[config.mk]
export PLATFORM = sky130hd
export DESIGN_NAME = tcu_top
export DESIGN_NICKNAME = d
export VERILOG_FILES = /design/src/rtl/tcu_pkg.sv /design/src/rtl/tcu_walltime.sv /design/src/rtl/tcu_slot.sv /design/src/rtl/tcu_divider.sv /design/src/rtl/tcu_top.sv
export SDC_FILE = /design/constraint.sdc
export NUM_CORES = 1
export LEC_CHECK = 0
export ABC_CLOCK_PERIOD_IN_PS = 3700
export CORE_ASPECT_RATIO = 0.8
export CORE_MARGIN = 10
export CORE_UTILIZATION = 42
export DETAILED_ROUTE_END_ITERATION = 10
export PLACE_DENSITY = 0.67
export SETUP_SLACK_MARGIN = 0.02
export SLEW_MARGIN = 20
export SYNTH_ARGS = -nofsm -noshare
export SYNTH_HDL_FRONTEND = slang
export SYNTH_SLANG_ARGS = --single-unit
export TNS_END_PERCENT = 100
[constraint.sdc]
create_clock -name clk -period 3.7 [get_ports clk]
set_input_delay 0.555 -clock clk [delete_from_list [all_inputs] [get_ports clk]]
set_output_delay 0.555 -clock clk [all_outputs]
set_load 0.02 [all_outputs]
[src/rtl/tcu_pkg.sv]
`timescale 1ns/1ps
package tcu_pkg;
   typedef enum logic [1:0] {
      CMD_RATE  = 2'd0,
      CMD_HOLD  = 2'd1,
      CMD_ALERT = 2'd2,
      CMD_VOID  = 2'd3
   } cmd_kind_e;

   localparam int NUM_ACTIONS = 3;
   localparam int IX_RATE  = 0;
   localparam int IX_HOLD  = 1;
   localparam int IX_ALERT = 2;
endpackage

[src/rtl/tcu_walltime.sv]
`timescale 1ns/1ps
module tcu_walltime #(
   parameter int TIME_W = 32
) (
   input  logic              clk,
   input  logic              rst_n,
   output logic [TIME_W-1:0] now
);
   always_ff @(posedge clk or negedge rst_n) begin
      if (!rst_n) now <= '0;
      else        now <= now + 1'b1;
   end
endmodule

[src/rtl/tcu_slot.sv]
`timescale 1ns/1ps
module tcu_slot #(
   parameter int TIME_W = 32
) (
   input  logic              clk,
   input  logic              rst_n,
   input  logic              load,
   input  logic [TIME_W-1:0] load_time,
   input  logic [TIME_W-1:0] now,
   output logic              fire
);
   logic              pending;
   logic [TIME_W-1:0] target;
   logic [TIME_W-1:0] gap;
   logic              due;

   // signed distance to target; zero or negative means due
   assign gap  = target - now;
   assign due  = pending && (gap[TIME_W-1] || (gap == '0));
   // a fresh load of the same kind supersedes a due action
   assign fire = due && !load;

   always_ff @(posedge clk or negedge rst_n) begin
      if (!rst_n) begin
         pending <= 1'b0;
         target  <= '0;
      end else if (load) begin
         pending <= 1'b1;
         target  <= load_time;
      end else if (due) begin
         pending <= 1'b0;
      end
   end
endmodule

[src/rtl/tcu_divider.sv]
`timescale 1ns/1ps
module tcu_divider #(
   parameter  int STEPS = 8,
   localparam int PH_W  = $clog2(STEPS),
   localparam int LVL_W = $clog2(STEPS + 1)
) (
   input  logic             clk,
   input  logic             rst_n,
   input  logic [LVL_W-1:0] level,
   output logic             ce
);
   logic [PH_W-1:0]  acc;
   logic [LVL_W-1:0] sum;

   assign sum = LVL_W'(acc) + level;

   always_ff @(posedge clk or negedge rst_n) begin
      if (!rst_n) begin
         acc <= '0;
         ce  <= 1'b0;
      end else begin
         acc <= sum[PH_W-1:0];
         ce  <= sum[PH_W];
      end
   end
endmodule

[src/rtl/tcu_top.sv]
`timescale 1ns/1ps
module tcu_top
   import tcu_pkg::*;
#(
   parameter  int TIME_W = 32,
   parameter  int STEPS  = 8,
   localparam int LVL_W  = $clog2(STEPS + 1)
) (
   input  logic              clk,
   input  logic              rst_n,
   input  logic              cmd_valid,
   output logic              cmd_ready,
   input  logic [1:0]        cmd_kind,
   input  logic [TIME_W-1:0] cmd_time,
   input  logic [LVL_W-1:0]  cmd_level,
   input  logic              irq_ack,
   output logic              tile_ce,
   output logic              irq,
   output logic [LVL_W-1:0]  cur_level,
   output logic [TIME_W-1:0] wall_time
);
   generate
      if (STEPS < 2 || (STEPS & (STEPS - 1)) != 0) begin : g_bad_steps
         $error("tcu_top: STEPS must be a power of two, at least 2");
      end
      if (TIME_W < 4) begin : g_bad_time
         $error("tcu_top: TIME_W must be at least 4");
      end
   endgenerate

   function automatic logic [LVL_W-1:0] clamp_level(input logic [LVL_W-1:0] v);
      if (v == '0)               return LVL_W'(1);
      if (v > LVL_W'(STEPS))     return LVL_W'(STEPS);
      return v;
   endfunction

   logic                   rdy_q;
   logic                   accept;
   logic [NUM_ACTIONS-1:0] load;
   logic [NUM_ACTIONS-1:0] fire;
   logic [LVL_W-1:0]       rate_next;
   logic [LVL_W-1:0]       level_q;
   logic                   hold_q;
   logic                   alert_q;
   logic                   div_ce;
   logic                   fire_rate;
   logic                   fire_alert;

   always_ff @(posedge clk or negedge rst_n) begin
      if (!rst_n) rdy_q <= 1'b0;
      else        rdy_q <= 1'b1;
   end

   assign cmd_ready = rdy_q;
   assign accept    = cmd_valid && rdy_q;

   tcu_walltime #(.TIME_W(TIME_W)) u_wall (
      .clk   (clk),
      .rst_n (rst_n),
      .now   (wall_time)
   );

   generate
      for (genvar k = 0; k < NUM_ACTIONS; k++) begin : g_slot
         assign load[k] = accept && (cmd_kind == 2'(k));
         tcu_slot #(.TIME_W(TIME_W)) u_slot (
            .clk       (clk),
            .rst_n     (rst_n),
            .load      (load[k]),
            .load_time (cmd_time),
            .now       (wall_time),
            .fire      (fire[k])
         );
      end
   endgenerate

   assign fire_rate  = fire[IX_RATE];
   assign fire_alert = fire[IX_ALERT];

   always_ff @(posedge clk or negedge rst_n) begin
      if (!rst_n) begin
         rate_next <= LVL_W'(STEPS);
         level_q   <= LVL_W'(STEPS);
         hold_q    <= 1'b0;
         alert_q   <= 1'b0;
      end else begin
         if (load[IX_RATE])       rate_next <= clamp_level(cmd_level);
         if (fire_rate)           level_q   <= rate_next;
         if (load[IX_HOLD])       hold_q    <= 1'b1;
         else if (fire[IX_HOLD])  hold_q    <= 1'b0;
         if (fire_alert)          alert_q   <= 1'b1;
         else if (irq_ack)        alert_q   <= 1'b0;
      end
   end

   tcu_divider #(.STEPS(STEPS)) u_div (
      .clk   (clk),
      .rst_n (rst_n),
      .level (level_q),
      .ce    (div_ce)
   );

   assign tile_ce   = div_ce && !hold_q;
   assign irq       = alert_q;
   assign cur_level = level_q;
endmodule

==> run metrics <==
critical path data arrival time 3.95 ns; CTS buffer count 17; Mean Syn Cell Area 8.64 um^2; P_leak 6.15 nW; largest net degree at the start of global routing 61; Critical Path Fanout Max 5; CP required 4.02 ns; Skew-Pair Late Insertion Delay 0.44 ns; antenna violations before repair 0; startpoint types register; Pwr per Cell Area 543 mW/mm^2; worst slew pin tran 0.693 ns; Worst slew margin 53.8%; Final Slew Violations 0; total negative setup slack 0 ns; Max clock buf depth 2; Area Overhead vs Synth 25.9%; final hold slack 0.0942 ns; Die Wd 204 um; RSZ-0062 raised after global routing true; YS warnings 0; worst hold path type in -> async; Rows 53; Multi-input gate area 0.00754 mm^2; first-pass GRT wire length 58400 um; Starting Density 42.9%; ANT nets after route 0; CTS Hold Bufs 0; DRT Pass-1 Iters 6; vias 10700; ANT cells 0; Setup Skew 0.00925 ns; Finish-stage setup viols 0; fin util 54.0%; Seq. cell area 0.00363 mm^2; clk slew on worst S/H paths 0.07 ns; CP Capture Type register; crit-path cells inv_2 -> buf_4 -> ha_4 -> nor2b_4 -> o311a_1 -> o211ai_1 -> buf_4 -> o31ai_1 -> mux2_4 -> a311oi_2 -> nand4_1 -> nor4b_4 -> a31o_2 -> and3_4 -> mux2_4; DRC 0; DP HPWL 28800 um; drt total wl 36800 um; Post-synth EDFFs 0; max frequency 275 MHz; DR iter-0 viols 1066; DR vias/cell 5.75; Root Driver clkbuf_16; H-Tree Level Count 4; syn_nets 1455; ranking of synthesized cells by area dfrtp_1 32%, ha_1 11%, mux2_2 6.9%; Final nets 1630; Post-synth top flop dfrtp_1; Final min period 3.63 ns; grt total ovfl 0; Slowest-stage cell, CP dfrtp_2; Synth cell types 80; # IOs 81; top cells by count, synth 194 x nand2_1, 143 x dfrtp_1, 97 x ha_1; Yosys top cell area share 31.6%; Core Area 0.0265 mm^2; count leader, synth nand2_1; vias in the first global route 10500; die height 167 um; status completed; DP Cell Count 1819; fin crit share 98.2%; CTS tree yes; share of flip-flops with an asynchronous set or reset 100%; Hold Vio Cnt, Final 0; DIE AREA 0.0340 mm^2; filler instances 2441; clock sink total 145; Worst Setup Path Type reg -> reg; total track usage 21.5%; CP max stage delay 0.41 ns; worst setup margin 0.0667 ns; gpl congestion 0.958; number of port buffers 80; post-synthesis sequential area ratio 32.0%; Placement Setup Slack -0.281 ns; Yosys top cell by area dfrtp_1; #FFs+latches synth 145; WL/cell 19.8 um; Max Cap Viol 0; Layout Cells excl Fill 1857; VDD IR max 0.311 mV; synthesized cell area 0.0113 mm^2; synthesized instance count 1312; share of cells above drive strength 1 20.8%
[flip-flops by register name, indices dropped and copies added, names as in the netlist, 2 cells and up]
signal and count:
g_slot.u_slot.pending 2, g_slot.u_slot.target 96, cur_level 4, rate_next 4
u_wall.now 32, u_div.acc 3
[power breakdown]
part	switching (mW)	leakage (nW)	internal [mW]	total [mW]
Combinational	2.12	4.03	1.70	3.83
Sequential	0.190	1.81	1.87	2.06
Clock	0.824	0.300	1.04	1.86
[final timing paths]
path / start / end / slack, ns / depth (start not counted)
setup / recovery: u_wall.now[1]$_DFF_PN0_ / cur_level[0]$_DFFE_PN0P_ / 0.07 / 15
hold / removal: rst_n / u_div.acc[1]$_DFF_PN0_ / 0.09 / 1
setup reg to reg: u_wall.now[1]$_DFF_PN0_ / cur_level[0]$_DFFE_PN0P_ / 0.07 / 15
hold reg to reg: rate_next[3]$_DFFE_PN1P_ / rate_next[3]$_DFFE_PN1P_ / 0.46 / 2
max in group asynchronous: rst_n / u_wall.now[15]$_DFF_PN0_ / 2.69 / 3
min in group clk: rate_next[3]$_DFFE_PN1P_ / rate_next[3]$_DFFE_PN1P_ / 0.46 / 2
[critical path: cells and delay by family, from the launching register on]
kind | cells | cell delay (ns)
AO/OA/AOI/OAI | 5 | 1.14
multiplexers | 2 | 0.57
buffers and inverters | 3 | 0.38
flip-flops | 1 | 0.41
adder cells (fa/ha/maj) | 1 | 0.19
AND/OR/NAND/NOR | 4 | 0.81
[cells by family (layout without fill, tap and decap cells)]
kind of cell	after synthesis	after routing	synth area share [%]
simple gates	455	455	18.9
compound gates	319	319	18.2
flops	145	145	32.0
buf+inv	125	313	5.01
fa+ha+maj	101	101	11.4
xor+xnor	92	92	7.11
mux	74	74	7.29
other cells	1	1	0.0331
[per-layer routing]
layer / vias to the layer above / global-route usage [%] / part of all wire [%]
li1: 5106 / - / -
met1: 5197 / 31.2 / 48
met2: 343 / 31.3 / 43
met3: 41 / 4.63 / 6.9
met4: 0 / 5.63 / 1.8
met5: - / 0 / 0
[area by class of cell]
cell class                 count  area share [%]
clock buffer                  18            3.07
clock inverter                14            1.20
inverter                      72            1.89
multi-input combinational   1042            52.8
sequential                   145            25.4
tap                          357            3.13
timing repair buffer         209            12.5
[metrics by stage]
step,area (um^2),power [mW]
3_3_place_gp,13300,5.58
2_1_floorplan,11400,4.53
4_1_cts,14100,7.60
5_1_grt,14300,8.27
3_5_place_dp,13300,5.60
6_report,14300,7.75
[what timing repair did]
item	4_1_cts	5_1_grt
endpoints found under the setup margin	6	7
pin swaps	19	19
gates resized for setup	40	38
setup buffers	4	2
[placed cells by master, fill, tap and decap left out, types with 35 or more instances in the layout]
| master | instances |
|---|---|
| a21oi_1 | 86 |
| buf_4 | 128 |
| clkdlybuf4s50_1 | 79 |
| dfrtp_1 | 141 |
| ha_1 | 90 |
| inv_1 | 65 |
| mux2_2 | 65 |
| nand2_1 | 193 |
| nand4_1 | 35 |
| nor2_1 | 81 |
| o21ai_0 | 59 |
| xnor2_1 | 65 |
No activity file was read; power rests on OpenSTA's default activity.
